===== src/rtl/ost_pkg.sv =====
package ost_pkg;
  localparam int unsigned OST_DW    = 32;
  localparam int unsigned OST_AW    = 8;
  localparam int unsigned OST_NCH   = 4;
  localparam int unsigned OST_IEN_W = 12;

  localparam logic [OST_AW-1:0] OFF_COUNT  = 8'h10;
  localparam logic [OST_AW-1:0] OFF_STATUS = 8'h14;
  localparam logic [OST_AW-1:0] OFF_WDOG   = 8'h18;
  localparam logic [OST_AW-1:0] OFF_IEN    = 8'h1C;

  typedef enum logic [2:0] {
    SEL_NONE, SEL_MATCH, SEL_COUNT, SEL_STATUS, SEL_WDOG, SEL_IEN
  } ost_sel_e;
endpackage


===== src/rtl/ost_counter.sv =====
module ost_counter #(
  parameter int unsigned DW = 32
) (
  input  logic          clk,
  input  logic          rst_n,
  input  logic          tick,
  input  logic          load,
  input  logic [DW-1:0] load_val,
  output logic [DW-1:0] count
);
  logic [DW-1:0] cnt_q;

  always_ff @(posedge clk) begin
    if (!rst_n)     cnt_q <= '0;
    else if (load)  cnt_q <= load_val;
    else if (tick)  cnt_q <= cnt_q + {{(DW-1){1'b0}}, 1'b1};
  end

  assign count = cnt_q;

  a_r2_count_step: assert property (@(posedge clk) disable iff (!rst_n)
    tick && !load |=> cnt_q == $past(cnt_q) + 1'b1);
  a_r2_count_hold: assert property (@(posedge clk) disable iff (!rst_n)
    !tick && !load |=> $stable(cnt_q));
  a_r3_load_wins: assert property (@(posedge clk) disable iff (!rst_n)
    load |=> cnt_q == $past(load_val));
endmodule


===== src/rtl/ost_match_chan.sv =====
module ost_match_chan #(
  parameter int unsigned DW = 32
) (
  input  logic          clk,
  input  logic          rst_n,
  input  logic          tick,
  input  logic [DW-1:0] count,
  input  logic          wr_match,
  input  logic [DW-1:0] wdata,
  input  logic          irq_en,
  input  logic          clr,
  output logic [DW-1:0] match_val,
  output logic          hit,
  output logic          flag
);
  logic [DW-1:0] match_q;
  logic          flag_q;
  logic          set_flag;

  always_ff @(posedge clk) begin
    if (!rst_n)        match_q <= '0;
    else if (wr_match) match_q <= wdata;
  end

  assign hit      = tick && (count == match_q);
  assign set_flag = hit && irq_en;

  always_ff @(posedge clk) begin
    if (!rst_n)        flag_q <= 1'b0;
    else if (set_flag) flag_q <= 1'b1;
    else if (clr)      flag_q <= 1'b0;
  end

  assign match_val = match_q;
  assign flag      = flag_q;

  a_r4_match_sets: assert property (@(posedge clk) disable iff (!rst_n)
    tick && count == match_q && irq_en |=> flag_q);
  a_r5_gated_rise: assert property (@(posedge clk) disable iff (!rst_n)
    $rose(flag_q) |-> $past(irq_en) && $past(tick));
  a_r6_clear_done: assert property (@(posedge clk) disable iff (!rst_n)
    clr && !(hit && irq_en) |=> !flag_q);
endmodule


===== src/rtl/ost_decode.sv =====
module ost_decode
  import ost_pkg::*;
#(
  parameter int unsigned AW  = 8,
  parameter int unsigned NCH = 4,
  localparam int unsigned IW = (NCH > 1) ? $clog2(NCH) : 1
) (
  input  logic [AW-1:0] addr,
  output ost_sel_e      sel,
  output logic [IW-1:0] chan
);
  always_comb begin
    sel  = SEL_NONE;
    chan = '0;
    for (int n = 0; n < NCH; n++) begin
      if (addr == AW'(4 * n)) begin
        sel  = SEL_MATCH;
        chan = IW'(n);
      end
    end
    if (addr == OFF_COUNT)  sel = SEL_COUNT;
    if (addr == OFF_STATUS) sel = SEL_STATUS;
    if (addr == OFF_WDOG)   sel = SEL_WDOG;
    if (addr == OFF_IEN)    sel = SEL_IEN;
  end
endmodule


===== src/rtl/os_match_timer.sv =====
module os_match_timer
  import ost_pkg::*;
#(
  parameter int unsigned DW    = OST_DW,
  parameter int unsigned AW    = OST_AW,
  parameter int unsigned NCH   = OST_NCH,
  parameter int unsigned IEN_W = OST_IEN_W
) (
  input  logic           clk,
  input  logic           rst_n,
  input  logic           tick_en,
  input  logic           wr_en,
  input  logic [AW-1:0]  addr,
  input  logic [DW-1:0]  wdata,
  output logic [DW-1:0]  rdata,
  output logic [NCH-1:0] irq,
  output logic           rst_req
);
  localparam int unsigned IW    = (NCH > 1) ? $clog2(NCH) : 1;
  localparam int unsigned WD_CH = NCH - 1;

  ost_sel_e          sel;
  logic [IW-1:0]     chan;
  logic [DW-1:0]     count;
  logic [IEN_W-1:0]  ien_q;
  logic              wd_arm_q;
  logic              rst_req_q;
  logic [NCH-1:0]    hit;
  logic [NCH-1:0]    flag;
  logic [DW-1:0]     match_val [NCH];
  logic              wr_count, wr_status, wr_wdog, wr_ien;

  ost_decode #(.AW(AW), .NCH(NCH)) u_dec (
    .addr (addr),
    .sel  (sel),
    .chan (chan)
  );

  assign wr_count  = wr_en && (sel == SEL_COUNT);
  assign wr_status = wr_en && (sel == SEL_STATUS);
  assign wr_wdog   = wr_en && (sel == SEL_WDOG);
  assign wr_ien    = wr_en && (sel == SEL_IEN);

  ost_counter #(.DW(DW)) u_cnt (
    .clk      (clk),
    .rst_n    (rst_n),
    .tick     (tick_en),
    .load     (wr_count),
    .load_val (wdata),
    .count    (count)
  );

  for (genvar n = 0; n < NCH; n++) begin : g_chan
    ost_match_chan #(.DW(DW)) u_ch (
      .clk       (clk),
      .rst_n     (rst_n),
      .tick      (tick_en),
      .count     (count),
      .wr_match  (wr_en && sel == SEL_MATCH && chan == IW'(n)),
      .wdata     (wdata),
      .irq_en    (ien_q[n]),
      .clr       (wr_status && wdata[n]),
      .match_val (match_val[n]),
      .hit       (hit[n]),
      .flag      (flag[n])
    );
  end

  always_ff @(posedge clk) begin
    if (!rst_n)      ien_q <= '0;
    else if (wr_ien) ien_q <= wdata[IEN_W-1:0];
  end

  always_ff @(posedge clk) begin
    if (!rst_n)                   wd_arm_q <= 1'b0;
    else if (wr_wdog && wdata[0]) wd_arm_q <= 1'b1;
  end

  always_ff @(posedge clk) begin
    if (!rst_n) rst_req_q <= 1'b0;
    else        rst_req_q <= hit[WD_CH] && wd_arm_q;
  end

  always_comb begin
    rdata = '0;
    unique case (sel)
      SEL_MATCH:  rdata = match_val[chan];
      SEL_COUNT:  rdata = count;
      SEL_STATUS: rdata = DW'(flag);
      SEL_WDOG:   rdata = DW'(wd_arm_q);
      SEL_IEN:    rdata = DW'(ien_q);
      default:    rdata = '0;
    endcase
  end

  assign irq     = flag;
  assign rst_req = rst_req_q;

  a_r8_arm_sticky: assert property (@(posedge clk) disable iff (!rst_n)
    $past(wd_arm_q) |-> wd_arm_q);
  a_r9_req_needs_arm: assert property (@(posedge clk) disable iff (!rst_n)
    rst_req |-> $past(wd_arm_q) && $past(hit[WD_CH]));
  a_r10_unmapped_zero: assert property (@(posedge clk) disable iff (!rst_n)
    sel == SEL_NONE |-> rdata == '0);
  a_r7_ien_width: assert property (@(posedge clk) disable iff (!rst_n)
    sel == SEL_IEN |-> rdata[DW-1:IEN_W] == '0);
endmodule


===== config.mk =====
export PLATFORM = sky130hd
export DESIGN_NAME = os_match_timer
export DESIGN_NICKNAME = d
export VERILOG_FILES = /design/src/rtl/ost_pkg.sv /design/src/rtl/ost_counter.sv /design/src/rtl/ost_match_chan.sv /design/src/rtl/ost_decode.sv /design/src/rtl/os_match_timer.sv
export SDC_FILE = /design/constraint.sdc
export NUM_CORES = 1
export LEC_CHECK = 0
export ABC_AREA = 0
export CORE_ASPECT_RATIO = 0.6
export CORE_MARGIN = 3
export CORE_UTILIZATION = 45
export CTS_BUF_LIST = sky130_fd_sc_hd__clkbuf_4
export CTS_CLUSTER_SIZE = 14
export DETAILED_ROUTE_END_ITERATION = 6
export PLACE_DENSITY = 0.7
export SLEW_MARGIN = 0
export SYNTH_ARGS = -nofsm -noshare
export SYNTH_HDL_FRONTEND = slang
export SYNTH_SLANG_ARGS = --single-unit

===== constraint.sdc =====
create_clock -name clk -period 2.2 [get_ports clk]
set_input_delay 0.33 -clock clk [delete_from_list [all_inputs] [get_ports clk]]
set_output_delay 0.33 -clock clk [all_outputs]
set_load 0.005 [all_outputs]

==> flow_summary.yaml <==
outcome:
  status: "finished, violations left"
  violations: "negative setup slack"
drt:
  dr.pass1.iters: 6
  drtIter0Drc: 1349
  drt_wl_total_mm: 38.35
  vias: 9755
  post-route-drc-count: 0
  final_antenna_net_count: 0
  wire_per_inst_um: 23.85
  via_per_inst: 6.067
logic_synthesis:
  synth.area.top_cells: "dfxtp_1 36%, nand2_1 12%, a21oi_1 7.9%"
  synth-simple-area-share_pct: 20.93
  synthMuxAreaShare_pct: 7.688
  syn_inst: 1194
  synth_fa_ha_area_share_pct: 0.1269
  post_synth.cell_area_avg_sq_um: 8.260
  synth_cell_types: 55
  yosysWarnings: 0
  synth_nets: 1239
  netlist_top_cells_count: "306 x nand2_1, 178 x dfxtp_1, 156 x a21oi_1, 86 x xor2_1, 67 x xnor2_1"
  yosysMostFrequentCell: "nand2_1"
  yosys.area.top_type: "dfxtp_1"
  seq_area_frac_synth_pct: 36.13
  synth_edf_count: 0
  ys_seq_elements: 178
  ys.flop_type: "dfxtp_1"
  synthArstFlopShare_pct: 0
  synth_compound_area_share_pct: 14.77
  synth_top_area_share_pct: 36.13
  syn_area_sq_mm: 0.009862
  synth_top_family_by_area: "simple AND/OR/NAND/NOR gates"
  synth-xor-area-share_pct: 13.59
final_layout:
  multi_input_area_sq_mm: 0.005708
  fill_cells: 1939
  seq_area_sq_mm: 0.003580
  instances_no_fill: 1608
  antenna_cells: 0
  nets: 1361
  area_growth_pct: 22.61
  drive_gt1_share_pct: 22.20
placed_design:
  place_congestion: 0.9826
  place_hpwl_mm: 26.83
  io_buffers: 80
  dp_cells: 1550
sta:
  finalHoldViolCount: 0
  final-max-slew-violation-count: 0
  tns_ns: -4.237
  worst_pin_slew_ns: 0.7509
  period_share_pct: 112.0
  post-route-min-period_ns: 2.464
  slew_headroom_pct: 49.48
  grt_setup_unrepaired: "yes"
  setup_ws_ns: -0.2638
  fmax_ghz: 0.4059
  setup_viol: 32
  fin_skew_ns: 0.02718
cts:
  numCtsBuffers: 17
  cts_hold_buf: 0
  clock_sinks: 178
  cts_root_buf: "clkbuf_4"
  clk_path_buf_depth: 2
  clock_latency_ns: 0.63
  clk_pin_slew_worst_paths_ns: 0.16
  cts_tree: "done"
  cts-htree-levels: 4
setup_path:
  regToRegEndpoint: "g_chan[2].u_ch.flag"
  endpoint: "rdata[2]"
  cp.arrival_ns: 2.13
  worstReg2RegStart: "u_cnt.count[0]"
  cp-start-kind: "input pin"
  startpoint: "addr[4]"
  crit_required_ns: 1.87
  r2r_cells: 7
  worst-path-max-fanout: 11
  critPathCaptureType: "output pin"
  r2r_slack_ns: 0.01
  crit_type: "in2out"
floorplanning:
  row_count: 41
  die_y_um: 120.7
  ios: 81
  die_area_sq_mm: 0.02379
  die_w_um: 197.1
  core_sq_mm: 0.02124
  start_util_pct: 46.44
global_route:
  grt_pass1_vias: 9082
  antenna_found_initial: 1
  grt_use_total_pct: 32.02
  grt_pass1_wl_mm: 56.67
  grt_max_degree: 113
  grt.overflow.total: 0
job:
  cap_viol_max_count: 0
pwr:
  ir_drop_mv: 0.3314
  leakage_nw: 4.680
  pwr_density_cell_mw_per_mm2: 472.3
hold_path:
  hp-class: "in2reg"
[stage by stage]
stage                     hold slack (ns)  worst slack (ns)  total power, mW  area [sq um]  utilization, %
after floorplan                    0.4368            0.1267            3.512          9862               -
final                              0.3525           -0.2638            5.711         12090           56.93
after CTS                          0.3329           -0.2680            5.681         12040           56.68
after global routing               0.3584           -0.3054            5.859         12090           56.93
after global placement             0.4459           -0.7986            3.766         11470           53.99
after detailed placement           0.4467           -0.8185            3.769         11470           53.99
[layer usage]
metal  up-vias  GRT usage [%]  wire length [um]
met3        93          15.34              6455
met4         2          9.208              1120
met5         -              0                12
met2       686          42.24             14520
li1       4316              -                 -
met1      4658          45.81             16230
[where the power goes]
group / leakage, nW / switching, mW / internal (mW)
Clock: 0.147 / 1.28 / 0.684
Combinational: 3.09 / 0.294 / 0.207
Sequential: 1.44 / 0.00866 / 3.23
Total: 4.68 / 1.59 / 4.12
[layout by cell type, fill, tap and decap left out, types with 5 or more instances in the layout]
master and n:
a211oi_1 8, a211oi_2 5, a21oi_1 154, a21oi_2 9, a22o_1 22, a22oi_2 5, and3_1 6, and4_1 6
buf_12 20, buf_2 33, buf_4 97, buf_6 14, buf_8 5, clkbuf_4 17, clkdlybuf4s50_1 42, dfxtp_1 169
dfxtp_2 7, inv_1 12, mux2i_1 5, mux4_2 30, nand2_1 301, nand2_2 5, nand3_1 19, nand4_1 26
nor2_1 24, nor3_1 11, nor4_1 22, o21ai_0 17, o21ai_1 7, xnor2_1 66, xor2_1 86
[worst min path at each step]
stage,from,endpoint,slack [ns],cells after the start
global placement,ien_q[10],ien_q[10],0.45,2
floorplan,ien_q[10],ien_q[10],0.44,2
finish,wdata[30],g_chan[2].u_ch.match_val[30],0.35,3
detailed placement,ien_q[10],ien_q[10],0.45,2
CTS,addr[3],u_cnt.count[31],0.33,5
global route,addr[3],u_cnt.count[31],0.36,5
[kinds of logic after synthesis]
kind of cell / after synthesis
XOR/XNOR: 153
buffers and inverters: 130
adder cells (fa/ha/maj): 1
AND/OR/NAND/NOR: 450
AO/OA/AOI/OAI: 244
multiplexers: 38
flip-flops: 178
[what timing repair did]
action	CTS	global route
resized for setup	181	17
pin swaps	34	13
buffers inserted	22	3
setup endpoints to repair	48	120
gates cloned	3	2
[cell type report]
type                       count  area share (%)
timing repair buffer         220           17.52
multi-input combinational    886           47.21
clock inverter                15           1.304
tap                          279           2.887
inverter                      13          0.4243
clock buffer                  17           1.055
sequential                   178           29.60
[state kept, by name (all words and copies together) (netlist names)]
name,count
g_chan.u_ch.match_val,128
u_cnt.count,32
ien_q,12
g_chan.u_ch.flag,4
rst_req,1
wd_arm_q,1
[critical path: stages]
cell and delay (ns):
clkdlybuf4s50_1 0.48, buf_4 0.23, nor3_4 0.07, buf_12 0.16, buf_6 0.12, a22o_1 0.19, a221o_1 0.38, buf_2 0.15
No activity file was read; power rests on OpenSTA's default activity.
